===== config.mk =====
export PLATFORM = sky130hd
export DESIGN_NAME = dpot_ctrl
export DESIGN_NICKNAME = d
export VERILOG_FILES = /design/src/rtl/dpot_pkg.sv /design/src/rtl/dpot_regfile.sv /design/src/rtl/dpot_store_timer.sv /design/src/rtl/dpot_tap_decode.sv /design/src/rtl/dpot_ctrl.sv
export SDC_FILE = /design/constraint.sdc
export NUM_CORES = 1
export LEC_CHECK = 0
export BUFFER_PORTS_ARGS = -buffer_cell sky130_fd_sc_hd__buf_2
export CAP_MARGIN = 20
export CORE_MARGIN = 2
export CORE_UTILIZATION = 51
export DETAILED_ROUTE_END_ITERATION = 10
export PLACE_DENSITY_LB_ADDON = 0.1
export SETUP_SLACK_MARGIN = 0.4
export SLEW_MARGIN = 15
export SYNTH_ARGS = -nofsm -noshare
export SYNTH_HDL_FRONTEND = slang
export SYNTH_SLANG_ARGS = --single-unit
export TNS_END_PERCENT = 10

===== constraint.sdc =====
create_clock -name clk -period 3.1 [get_ports clk]
set_input_delay 0.31 -clock clk [delete_from_list [all_inputs] [get_ports clk]]
set_output_delay 0.31 -clock clk [all_outputs]
set_load 0.01 [all_outputs]

===== src/rtl/dpot_pkg.sv =====
package dpot_pkg;

    typedef enum logic [2:0] {
        OP_RD_WIPER = 3'd0,
        OP_WR_WIPER = 3'd1,
        OP_RD_REG   = 3'd2,
        OP_WR_REG   = 3'd3,
        OP_LOAD     = 3'd4,
        OP_SAVE     = 3'd5,
        OP_NOP6     = 3'd6,
        OP_NOP7     = 3'd7
    } op_e;

    // Commands that touch the wiper are legal in bank 0 only.
    function automatic logic needs_bank0(op_e op);
        return (op == OP_RD_WIPER) || (op == OP_WR_WIPER) ||
               (op == OP_LOAD)     || (op == OP_SAVE);
    endfunction

    // Commands that change a data register (non-volatile store).
    function automatic logic is_store(op_e op);
        return (op == OP_WR_REG) || (op == OP_SAVE);
    endfunction

    function automatic logic is_read(op_e op);
        return (op == OP_RD_WIPER) || (op == OP_RD_REG);
    endfunction

    function automatic logic sets_wiper(op_e op);
        return (op == OP_WR_WIPER) || (op == OP_LOAD);
    endfunction

endpackage


===== src/rtl/dpot_regfile.sv =====
module dpot_regfile #(
    parameter int DATA_W = 8,
    parameter int DEPTH  = 16,
    localparam int ADDR_W = $clog2(DEPTH)
) (
    input  logic              clk,
    input  logic              we,
    input  logic [ADDR_W-1:0] waddr,
    input  logic [DATA_W-1:0] wdata,
    input  logic [ADDR_W-1:0] raddr,
    output logic [DATA_W-1:0] rdata
);
    logic [DATA_W-1:0] words [DEPTH];

    // Storage models non-volatile cells: no reset term.
    for (genvar g = 0; g < DEPTH; g++) begin : g_word
        logic [DATA_W-1:0] q;
        always_ff @(posedge clk) begin
            if (we && (waddr == ADDR_W'(g))) begin
                q <= wdata;
            end
        end
        assign words[g] = q;
    end

    assign rdata = words[raddr];

endmodule


===== src/rtl/dpot_store_timer.sv =====
module dpot_store_timer #(
    parameter int STORE_CYCLES = 500000,
    localparam int CNT_W = (STORE_CYCLES > 0) ? $clog2(STORE_CYCLES + 1) : 1
) (
    input  logic clk,
    input  logic rst,
    input  logic start,
    output logic busy
);
    logic [CNT_W-1:0] cnt;

    always_ff @(posedge clk) begin
        if (rst) begin
            cnt <= '0;
        end else if (cnt != '0) begin
            cnt <= cnt - CNT_W'(1);
        end else if (start) begin
            cnt <= CNT_W'(STORE_CYCLES);
        end
    end

    assign busy = (cnt != '0);

    AST_NO_START_WHILE_BUSY: assert property (@(posedge clk) disable iff (rst)
        start |-> !busy) else $error("store started during busy");

endmodule


===== src/rtl/dpot_tap_decode.sv =====
module dpot_tap_decode #(
    parameter int DATA_W = 8,
    localparam int TAPS = 1 << DATA_W
) (
    input  logic [DATA_W-1:0] pos,
    output logic [TAPS-1:0]   tap
);
    // Bit 0 is the low end of the ladder, bit TAPS-1 the high end.
    for (genvar g = 0; g < TAPS; g++) begin : g_tap
        assign tap[g] = (pos == DATA_W'(g));
    end

endmodule


===== src/rtl/dpot_ctrl.sv =====
module dpot_ctrl
    import dpot_pkg::*;
#(
    parameter int DATA_W        = 8,
    parameter int BANKS         = 4,
    parameter int REGS_PER_BANK = 4,
    parameter int STORE_CYCLES  = 500000,
    localparam int BANK_W = $clog2(BANKS),
    localparam int SEL_W  = $clog2(REGS_PER_BANK),
    localparam int ADDR_W = BANK_W + SEL_W,
    localparam int NREGS  = BANKS * REGS_PER_BANK,
    localparam int TAPS   = 1 << DATA_W
) (
    input  logic              clk,
    input  logic              rst,
    input  logic              req_valid,
    input  logic [2:0]        req_op,
    input  logic [BANK_W-1:0] req_bank,
    input  logic [SEL_W-1:0]  req_sel,
    input  logic [DATA_W-1:0] req_wdata,
    input  logic              wp_n,
    output logic              busy,
    output logic              rd_valid,
    output logic [DATA_W-1:0] rd_data,
    output logic [DATA_W-1:0] wiper,
    output logic [TAPS-1:0]   tap_sel
);
    op_e               op;
    logic              accept;
    logic              legal;
    logic              rf_we;
    logic [ADDR_W-1:0] rf_addr;
    logic [ADDR_W-1:0] rf_raddr;
    logic [DATA_W-1:0] rf_wdata;
    logic [DATA_W-1:0] rf_rdata;
    logic              wiper_we;
    logic [DATA_W-1:0] wiper_d;
    logic              rd_fire;

    // Request decode
    always_comb begin
        op       = op_e'(req_op);
        accept   = req_valid && !busy;
        legal    = accept && (!needs_bank0(op) || (req_bank == '0));
        rf_addr  = {req_bank, req_sel};
        rf_raddr = rst ? '0 : rf_addr;
        rf_we    = legal && is_store(op) && wp_n;
        rf_wdata = (op == OP_SAVE) ? wiper : req_wdata;
        wiper_we = legal && sets_wiper(op);
        wiper_d  = (op == OP_LOAD) ? rf_rdata : req_wdata;
        rd_fire  = legal && is_read(op);
    end

    dpot_regfile #(
        .DATA_W(DATA_W),
        .DEPTH (NREGS)
    ) i_regfile (
        .clk  (clk),
        .we   (rf_we),
        .waddr(rf_addr),
        .wdata(rf_wdata),
        .raddr(rf_raddr),
        .rdata(rf_rdata)
    );

    dpot_store_timer #(
        .STORE_CYCLES(STORE_CYCLES)
    ) i_timer (
        .clk  (clk),
        .rst  (rst),
        .start(rf_we),
        .busy (busy)
    );

    // Wiper register with recall from bank 0 word 0 during reset
    always_ff @(posedge clk) begin
        if (rst) begin
            wiper <= rf_rdata;
        end else if (wiper_we) begin
            wiper <= wiper_d;
        end
    end

    // Read return
    always_ff @(posedge clk) begin
        if (rst) begin
            rd_valid <= 1'b0;
            rd_data  <= '0;
        end else begin
            rd_valid <= rd_fire;
            if (rd_fire) begin
                rd_data <= (op == OP_RD_WIPER) ? wiper : rf_rdata;
            end
        end
    end

    dpot_tap_decode #(
        .DATA_W(DATA_W)
    ) i_tap (
        .pos(wiper),
        .tap(tap_sel)
    );

    AST_TAP_ONE_HOT: assert property (@(posedge clk) disable iff (rst)
        $countones(tap_sel) == 1) else $error("tap select not one-hot");
    AST_WP_BLOCKS_STORE: assert property (@(posedge clk) disable iff (rst)
        (req_valid && !busy && !wp_n) |=> !busy) else $error("store under write protect");
    AST_BUSY_FREEZES_WIPER: assert property (@(posedge clk) disable iff (rst)
        busy |=> $stable(wiper)) else $error("wiper moved while busy");
    AST_VOLATILE_NO_BUSY: assert property (@(posedge clk) disable iff (rst)
        (req_valid && !busy && (req_op == OP_WR_WIPER || req_op == OP_LOAD)) |=> !busy)
        else $error("volatile op raised busy");
    AST_BAD_BANK_KEEPS_WIPER: assert property (@(posedge clk) disable iff (rst)
        (req_valid && req_bank != '0 && needs_bank0(op_e'(req_op))) |=> $stable(wiper))
        else $error("illegal bank moved wiper");
    AST_RD_NEEDS_REQ: assert property (@(posedge clk) disable iff (rst)
        rd_valid |-> $past(req_valid)) else $error("read result without request");

    if (STORE_CYCLES > 0) begin : g_store_chk
        AST_STORE_RAISES_BUSY: assert property (@(posedge clk) disable iff (rst)
            (req_valid && !busy && wp_n && req_op == OP_WR_REG) |=> busy)
            else $error("store did not raise busy");
    end

endmodule


### Word-level counts from Yosys, hierarchy flattened

Cells that the tools add are included.

| cells by class | value |
|---|---|
| $mul | 0 |
| muxes and demuxes | 11 |
| add/subtract/negate cells | 1 |
| shifts and indexed selects | 0 |
| divide/modulo/power cells | 0 |
| eq/ne operators | 275 |
| magnitude comparators | 1 |
| bitwise gates (word level) | 1 |
| reductions and logical operators | 38 |

Operators by type and width:

| kind | number |
|---|---|
| 8-bit equality test (second input constant) | 128 |
| 8-bit by 7-bit equality test with 1-bit output (second input constant) | 64 |
| 8-bit by 6-bit equality test with 1-bit output (second input constant) | 32 |
| 8-bit by 5-bit equality test with 1-bit output (second input constant) | 16 |
| 8-bit by 4-bit equality test with 1-bit output (second input constant) | 8 |
| 8-bit two-way mux | 7 |
| 19-bit two-way mux | 2 |
| 8-bit binary-select mux with 4-bit select | 1 |
| 4-bit equality test (second input constant) | 8 |
| 8-bit by 3-bit equality test with 1-bit output (second input constant) | 4 |
| 1-bit logical AND | 22 |
| 19-bit nonzero test | 1 |
| 19-bit by 1-bit subtractor with 19-bit output (second input constant) | 1 |
| 4-bit by 3-bit equality test with 1-bit output (second input constant) | 4 |
| 8-bit by 2-bit equality test with 1-bit output (second input constant) | 2 |
| 4-bit by 2-bit equality test with 1-bit output (second input constant) | 2 |
| 8-bit by 1-bit equality test with 1-bit output (second input constant) | 1 |
| 8-bit logical NOT | 1 |
| 1-bit logical OR | 7 |
| 3-bit by 2-bit equality test with 1-bit output (second input constant) | 2 |
| 3-bit equality test (second input constant) | 2 |
| 5-bit greater-or-equal comparator (second input constant) | 1 |
| 4-bit inverter with 5-bit output | 1 |
| 4-bit by 1-bit equality test with 1-bit output (second input constant) | 1 |
| 7 further kinds | 9 |

| word-level totals | value |
|---|---|
| word-level logic and storage cells | 347 |
| input bits | 19 |
| flip-flop bits (word level) | 164 |
| memories | 0 |
| output and inout port bits | 274 |
| memory bits (writable) | 0 |
| memory bits (read-only) | 0 |
| bits in latches | 0 |

### Logic depth before layout (Yosys ltp)

Gate-level depths: netlist of the first run.

| logic depth | value |
|---|---|
| depth in word-level cells | 11 |
| mapped depth | 9 |
| gate-level depth less buffers | 8 |

### Modules after synthesis

Synthesis of the first run repeated with hierarchy kept, for this count alone.

| second synthesis, totals | value |
|---|---|
| cell total of the unflattened synthesis | 782 |
| area total of the unflattened synthesis | 8,833.5 µm² |

By module, submodules not included:

| module | area an instance (µm²) | cells each | seq. area each (µm²) | times used |
|---|---|---|---|---|
| dpot_regfile | 4,987.3 | 221 | 3,843.7 | 1 |
| dpot_tap_decode | 1,800.5 | 350 | 0.0 | 1 |
| dpot_store_timer | 1,081.0 | 130 | 380.4 | 1 |
| dpot_ctrl | 964.7 | 81 | 420.4 | 1 |

### Least setup slack after synthesis of the first run

Ideal clock, no wire load.

| timing | value |
|---|---|
| path kind | reg2reg |
| start point | register i_timer.cnt[4] |
| end point | register i_regfile.g_word[12].q[0] (enable) |
| path buffers | 1 |
| data arrival time | 2.465 ns |
| setup slack | 0.251 ns |
| required time | 2.717 ns |
| period minus slack after synthesis | 2.849 ns |
| cell stages (with the launch flop) | 9 |
| library setup time | 0.383 ns |
| cells stage by stage | dfxtp_1 > or4_1 > buf_2 > nor2_2 > and3b_1 > inv_1 > nor2_1 > nand3_1 > nor3_1 |

| between the ends | value |
|---|---|
| longest elaborated chain between the ends | 7 |

RTL lines:

| item | RTL line | RTL |
|---|---|---|
| from (decl) | dpot_store_timer.sv:10 | `logic [CNT_W-1:0] cnt;` |
| from (signal assigned) | dpot_store_timer.sv:16 | `cnt <= cnt - CNT_W'(1);` |
| from (signal assigned) | dpot_store_timer.sv:18 | `cnt <= CNT_W'(STORE_CYCLES);` |
| 19-bit nonzero test | dpot_store_timer.sv:22 | `assign busy = (cnt != '0);` |
| via busy | dpot_ctrl.sv:22 | `output logic busy,` |
| 1-bit logical NOT | dpot_ctrl.sv:43 | `accept = req_valid && !busy;` |
| 1-bit logical AND | dpot_ctrl.sv:43 |  |
| 1-bit logical AND | dpot_ctrl.sv:44 | `legal = accept && (!needs_bank0(op) \|\| (req_bank == '0));` |
| 1-bit logical AND (2 in a row) | dpot_ctrl.sv:47 | `rf_we = legal && is_store(op) && wp_n;` |
| 1-bit logical AND | dpot_regfile.sv:19 | `if (we && (waddr == ADDR_W'(g))) begin` |
| to (signal assigned) | dpot_regfile.sv:20 | `q <= wdata;` |
| to (decl) | dpot_regfile.sv:17 | `logic [DATA_W-1:0] q;` |

The timed path passes the listed nets, and every way through them passes these cells.
A chain may end at the register's enable or synchronous reset.

### Worst setup path in the final report of the first run

| timing | value |
|---|---|
| start point | register wiper[0] |
| end point | output tap_sel[241] |

| between the ends | value |
|---|---|
| longest elaborated chain between the ends | 1 |

RTL lines:

| item | RTL line | RTL |
|---|---|---|
| from (decl) | dpot_ctrl.sv:25 | `output logic [DATA_W-1:0] wiper,` |
| from (signal assigned) | dpot_ctrl.sv:78 | `wiper <= rf_rdata;` |
| from (signal assigned) | dpot_ctrl.sv:80 | `wiper <= wiper_d;` |
| 8-bit equality test | dpot_tap_decode.sv:10 | `assign tap[g] = (pos == DATA_W'(g));` |
| to (decl) | dpot_ctrl.sv:26 | `output logic [TAPS-1:0] tap_sel` |

Every way passes these cells.

==> results.ini, run 1 <==
[sta]
fmaxAchievable_mhz = 358.2
finalCriticalPeriod_ns = 2.792
final_hold_viol_count = 0
relSlewSlack_pct = 39.87
rsz0062_at_grt = true
fin_worst_skew_ns = 0.005780
worstMarginPinSlew_ns = 0.8995
slew_violations = 0
final.setup.tns_ns = 0
timing.final.crit_share_pct = 90.06
setup_viol = 0
whs_ns = 0.1872
timing.final.ws_setup_ns = 0.3081

[clock_tree]
clk_path_buf_depth = 2
clk_pin_slew_ns = 0.06
clk-insertion-delay-late_ns = 0.43
cts_buffers = 17
cts.sinks = 164
tritoncts = done
cts.htree.levels = 4
ctsHoldBuffers = 0
clockRootBuffer = clkbuf_16

[detailed_routing]
wire_per_inst_um = 21.88
postRouteAntennaNets = 0
first_iter_violations = 1067
drtPass1Iterations = 5
drc = 0
via_count = 8069
routed_wl_um = 30110
via_per_inst = 5.864

[floorplanning]
die_width_um = 131.8
ios = 293
rows = 46
core_area_um2 = 15940
die_area_um2 = 17360
start_util_pct = 52.23
die_y_um = 131.8

[power]
irDropWorstVdd_uv = 416.2
p_sw_share_pct = 30.22
pwr-share-clk_pct = 34.4
p_per_area_nw_per_um2 = 573.2
p_comb_share_pct = 22.2
seq_power_share_pct = 43.5
netSwitchingPower_mw = 1.860
cellLeakagePower_nw = 4.635
p_int_mw = 4.296

[critical_path]
cpLargestDelayFamily = simple AND/OR/NAND/NOR gates
max_stage_delay_ns = 0.68
cp_cell_sequence = nor2b_1, nand2_1, nor2_1, buf_2
reg2reg_slack_ns = 0.47
crit_path_start = wiper[0]$_DFFE_PP_
r2r-start = i_timer.cnt[4]$_SDFFE_PP0P_
cp.depth = 4
crit_arrival_ns = 2.48
r2r_end = i_regfile.g_word[4].q[3]$_DFFE_PP_
crit_slowest_cell = edfxtp_1
critPathCapture = tap_sel[241]
cp_data_required_time_ns = 2.79
critPathMaxFanout = 16
criticalPathCategory = reg2out
endpoint_kind = output port
rr_worst_depth = 9
cp-start-kind = register
crit_buf_inv = 1

[logic_synthesis]
synth_flop_cell = edfxtp_1
synth_cells = 861
synth-edff-count = 136
yosysWarnings = 0
yosysUniqueCellTypes = 60
synth-seq-cells = 164
synth_top_area_share_pct = 49.05
syn_area_um2 = 8327
synthesis.nets = 882
synth_top_area_cell = edfxtp_1
async_reset_ff_share_pct = 0
ys_seq_area_share_pct = 55.78
syn_avg_cell_area_um2 = 9.671
netlist_top_cells_area = edfxtp_1 49%, nor2_1 13%, dfxtp_1 6.7%, mux2i_1 4.2%, clkbuf_1 2.8%

[cells_and_area]
syn_to_final_growth_pct = 28.99
instances_no_fill = 1376
final_nets = 1167
drive_gt1_share_pct = 33.82
fin_util_pct = 67.37

[place]
dp_hpwl_um = 21860
dpl.cell_count = 1343
gp_congestion = 0.9258
dp_slack_ns = 0.3850
port-buffer-count = 292

[grt]
grt_use_total_pct = 33.73
grt_pass1_wl_um = 44420
grt_max_degree = 28
gr-total-overflow = 0
antenna_found_initial = 2
first_global_vias = 7433

[status]
status = finished, final reports clean

[job]
drv_cap = 0

[worst_hold_path]
worstHoldPathType = in2reg

==> cells by family after synthesis <==
logic type,share of synthesized area [%]
AND/OR/NAND/NOR,22.46
flip-flops,55.78
AO/OA/AOI/OAI,10.41
buffers and inverters,3.651
multiplexers,6.236
XOR/XNOR,1.157
adder cells (fa/ha/maj),0.3005
==> timing repair <==
item,4_1_cts,5_1_grt
endpoints found under the setup margin,8,184
resized for setup,2,4
buffers inserted,0,0
==> layout by cell type, fill, tap and decap left out, types with 6 or more instances in the layout <==
cell	synthesis	routed
a211oi_1	9	9
a21oi_1	15	15
a221oi_1	9	9
a2bb2oi_1	6	6
buf_2	3	292
buf_4	1	45
clkbuf_16	0	17
dfxtp_1	28	28
edfxtp_1	136	136
inv_1	6	6
mux2_2	9	9
mux2i_1	35	35
nand2_1	47	47
nand2b_1	14	14
nand3_1	18	14
nor2_1	294	294
nor2b_1	12	12
nor3_1	22	21
o21ai_0	25	25
o22ai_1	11	11
xnor2_1	7	7
==> worst min path at each step <==
stage,from,cells after the start,endpoint
floorplan,i_timer.cnt[10]$_SDFFE_PP0P_,2,i_timer.cnt[10]$_SDFFE_PP0P_
global placement,rd_data[4]$_SDFFE_PP0P_,1,rd_data[4]$_SDFFE_PP0P_
detailed placement,rd_data[3]$_SDFFE_PP0P_,2,rd_data[3]$_SDFFE_PP0P_
CTS,req_wdata[6],3,wiper[6]$_DFFE_PP_
global route,req_wdata[2],3,wiper[2]$_DFFE_PP_
finish,req_wdata[6],3,wiper[6]$_DFFE_PP_
==> power groups by stage <==
| stage | registers (mW) | logic, mW | clock network [mW] |
|---|---|---|---|
| final | 2.67 | 1.36 | 2.12 |
| after global placement | 2.70 | 1.28 | 0 |
| after CTS | 2.67 | 1.34 | 2.12 |
| after detailed placement | 2.71 | 1.30 | 0 |
| after global routing | 2.69 | 1.49 | 2.21 |
| after floorplan | 2.66 | 0.981 | 0 |
==> synth_stat cells, types with 5 or more instances <==
cell type and n:
nor3_1 22, dfxtp_1 28, nand3_1 18, a221oi_1 9, a211oi_1 9, o221ai_1 5
a2bb2oi_1 6, xnor2_1 7, a21oi_1 15, mux2i_1 35, mux2_2 9, o21ai_0 25
nor2b_1 12, a211o_1 5, nor2_1 294, clkbuf_1 63, nand2_1 47, nor4_1 5
edfxtp_1 136, inv_1 6, nand4_1 5, nand2b_1 14, o22ai_1 11, a21o_1 5
o32ai_1 5
==> through the flow <==
step           power [mW]  instance area [um2]
2_1_floorplan       3.641                 8332
3_3_place_gp        3.984                10120
3_5_place_dp        4.006                10120
4_1_cts             6.129                10720
5_1_grt             6.385                10740
6_report            6.156                10740
==> worst min-delay path: stages <==
cell,delay [ns]
buf_2,0.10
nand2_1,0.04
o21ai_0,0.06
==> per-layer routing <==
| layer | global-route usage, % | vias to the layer above | wire length (um) |
|---|---|---|---|
| li1 | - | 3607 | - |
| met5 | 0 | - | 11 |
| met3 | 9.881 | 75 | 3428 |
| met1 | 44.37 | 3822 | 11790 |
| met4 | 12.56 | 2 | 889 |
| met2 | 53.34 | 563 | 13990 |
==> layout make-up <==
| class | instances | area (um2) |
|---|---|---|
| antenna | 1 | 2.502 |
| clock buffer | 20 | 436.7 |
| clock inverter | 12 | 152.6 |
| fill | 1275 | 5202 |
| inverter | 6 | 22.52 |
| multi-input combinational | 620 | 3412 |
| sequential | 164 | 4644 |
| tap | 216 | 270.3 |
| timing repair buffer | 337 | 1799 |
==> registers in the layout (all words and copies together) (netlist names) <==
signal,flops
i_regfile.g_word.q,128
i_timer.cnt,19
rd_data,8
wiper,8
rd_valid,1
Note: power is estimated with default switching activity, not from simulation.
==> inputs of run 2 (changes only) <==
==> constraint.sdc (replaced) <==
create_clock -name clk -period 3.1 [get_ports clk]
set_input_delay 0.465 -clock clk [delete_from_list [all_inputs] [get_ports clk]]
set_output_delay 0.465 -clock clk [all_outputs]
set_load 0.01 [all_outputs]
==> run 2 against run 1 <==
Effect of this change:
- hold slack improved by 0.15 ns
- critical path depth is the same
- count of clock-buffer cells in the layout shrank 1
- worst setup slack got worse by 0.030 ns
- sequential share of layout area fell by 0.71 points
- flip-flop and latch count is the same
- final cell count up 0.87%
- clock power barely moved
- non-clock buffer count increased by 13
- clock skew rose by 0.0071 ns
- global-route usage down 0.19 points
- critical path type unchanged
- critical endpoint is now tap_sel[17]
- largest cell class unchanged
- largest power group unchanged
==> results.ini, run 2 (synthesized netlist as in run 1, its figures left out) <==
[place]
dp_hpwl_um = 22150
port-buffer-count = 292
dp_slack_ns = 0.4197
gp_congestion = 0.9765
dpl.cell_count = 1347

[clock_tree]
tritoncts = done
ctsHoldBuffers = 0
cts_buffers = 17
clk-insertion-delay-late_ns = 0.43
clk_path_buf_depth = 2
cts.sinks = 164
clk_pin_slew_ns = 0.07
clockRootBuffer = clkbuf_16
cts.htree.levels = 4

[sta]
finalCriticalPeriod_ns = 2.822
final_hold_viol_count = 0
rsz0062_at_grt = true
fmaxAchievable_mhz = 354.3
timing.final.ws_setup_ns = 0.2777
setup_viol = 0
worstMarginPinSlew_ns = 0.9197
slew_violations = 0
timing.final.crit_share_pct = 91.04
fin_worst_skew_ns = 0.01292
relSlewSlack_pct = 38.56
final.setup.tns_ns = 0

[grt]
grt_pass1_wl_um = 43880
first_global_vias = 7229
grt_use_total_pct = 33.53
gr-total-overflow = 0
grt_max_degree = 28
antenna_found_initial = 1

[worst_hold_path]
min_from = req_wdata[6]
worstHoldPathType = in2reg

[critical_path]
reg2reg_slack_ns = 0.52
cpLargestDelayFamily = simple AND/OR/NAND/NOR gates
cp_cell_sequence = nor2b_1, nand2_1, nor2_1, buf_2
critPathMaxFanout = 16
cp-start-kind = register
max_stage_delay_ns = 0.60
endpoint_kind = output port
cp_data_required_time_ns = 2.63
crit_arrival_ns = 2.36
r2r-start = i_timer.cnt[4]$_SDFFE_PP0P_
criticalPathCategory = reg2out
crit_path_start = wiper[0]$_DFFE_PP_
crit_buf_inv = 1
crit_slowest_cell = nand2_1

[cells_and_area]
final_cell_mix = 293 x nor2_1, 292 x buf_2, 136 x edfxtp_1, 57 x buf_4, 37 x nand2_1
top_regs = i_regfile.g_word.q (128), i_timer.cnt (19)
regMostFlops = i_regfile.g_word.q
final_nets = 1180
multi_input_area_um2 = 3498
drive_gt1_share_pct = 36.69
nFillCells = 1276
final_common_cell = nor2_1
instances_no_fill = 1388
fin_util_pct = 68.49
syn_to_final_growth_pct = 31.13
largest_reg_flops = 128
register_area_um2 = 4644
diodes = 0

[job]
drv_cap = 0

[power]
p_per_area_nw_per_um2 = 569.2
cellLeakagePower_nw = 4.705
finalPower_mw = 6.215
irDropWorstVdd_uv = 498.2

[detailed_routing]
wl_met3_um = 3764
first_iter_violations = 1068
via_per_inst = 5.860
top_layer = met5
met2_length_um = 14070
wire_per_inst_um = 21.85
wl_met1_um = 11650
via_count = 8133
postRouteAntennaNets = 0
drc = 0
drtPass1Iterations = 8
routed_wl_um = 30320

[floorplanning]
ios = 293
die_area_um2 = 17360
die_width_um = 131.8
die_y_um = 131.8
start_util_pct = 52.23
core_area_um2 = 15940
rows = 46

[status]
status = finished, final reports clean

==> run 2: worst register-to-register path: stages (launching register included) <==
cell and delay [ns]:
dfxtp_1 0.35, or4_4 0.60, nor2_4 0.12, and3b_1 0.21
inv_1 0.09, nor2_1 0.11, buf_4 0.16, nand3b_1 0.17
buf_4 0.20, nor2_1 0.10, buf_4 0.18
==> run 2: final cells by class <==
type	count	share of cell area [%]
Inverter	6	0.2063
Tap cell	216	2.475
Multi-Input combinational cell	620	32.04
Clock buffer	19	3.965
Clock inverter	13	1.375
Sequential cell	164	42.53
Timing Repair Buffer	350	17.41
==> run 2: power by group <==
| group | internal (mW) | switching, mW |
|---|---|---|
| Combinational | 0.562 | 0.877 |
| Clock | 1.20 | 0.903 |
| Sequential | 2.52 | 0.150 |
| Total | 4.28 | 1.93 |
==> run 2: path summary, 6_finish.rpt <==
path	endpoint	cells after the start
setup / recovery	tap_sel[17]	4
hold / removal	wiper[6]$_DFFE_PP_	3
setup reg to reg	i_regfile.g_word[6].q[1]$_DFFE_PP_	10
hold reg to reg	rd_data[5]$_SDFFE_PP0P_	2
==> run 2: timing repair <==
| item | in CTS | in global routing |
|---|---|---|
| resized for setup | 3 | 28 |
| setup endpoints to repair | 86 | 335 |
| pin swaps | 0 | 2 |
| buffers inserted | 0 | 9 |
==> run 2: metrics by stage <==
stage	cell area [um2]	hold slack [ns]
after global routing	10920	0.3540
after global placement	10150	0.4327
after floorplan	8332	0.4371
after detailed placement	10150	0.4421
after CTS	10750	0.3176
final	10920	0.3340
==> run 2: layer usage <==
layer  GRT usage [%]  vias to the layer above
met1           44.69                     3808
met4           8.454                        2
met3           11.03                       78
met2           53.40                      614
met5               0                        -
li1                -                     3631
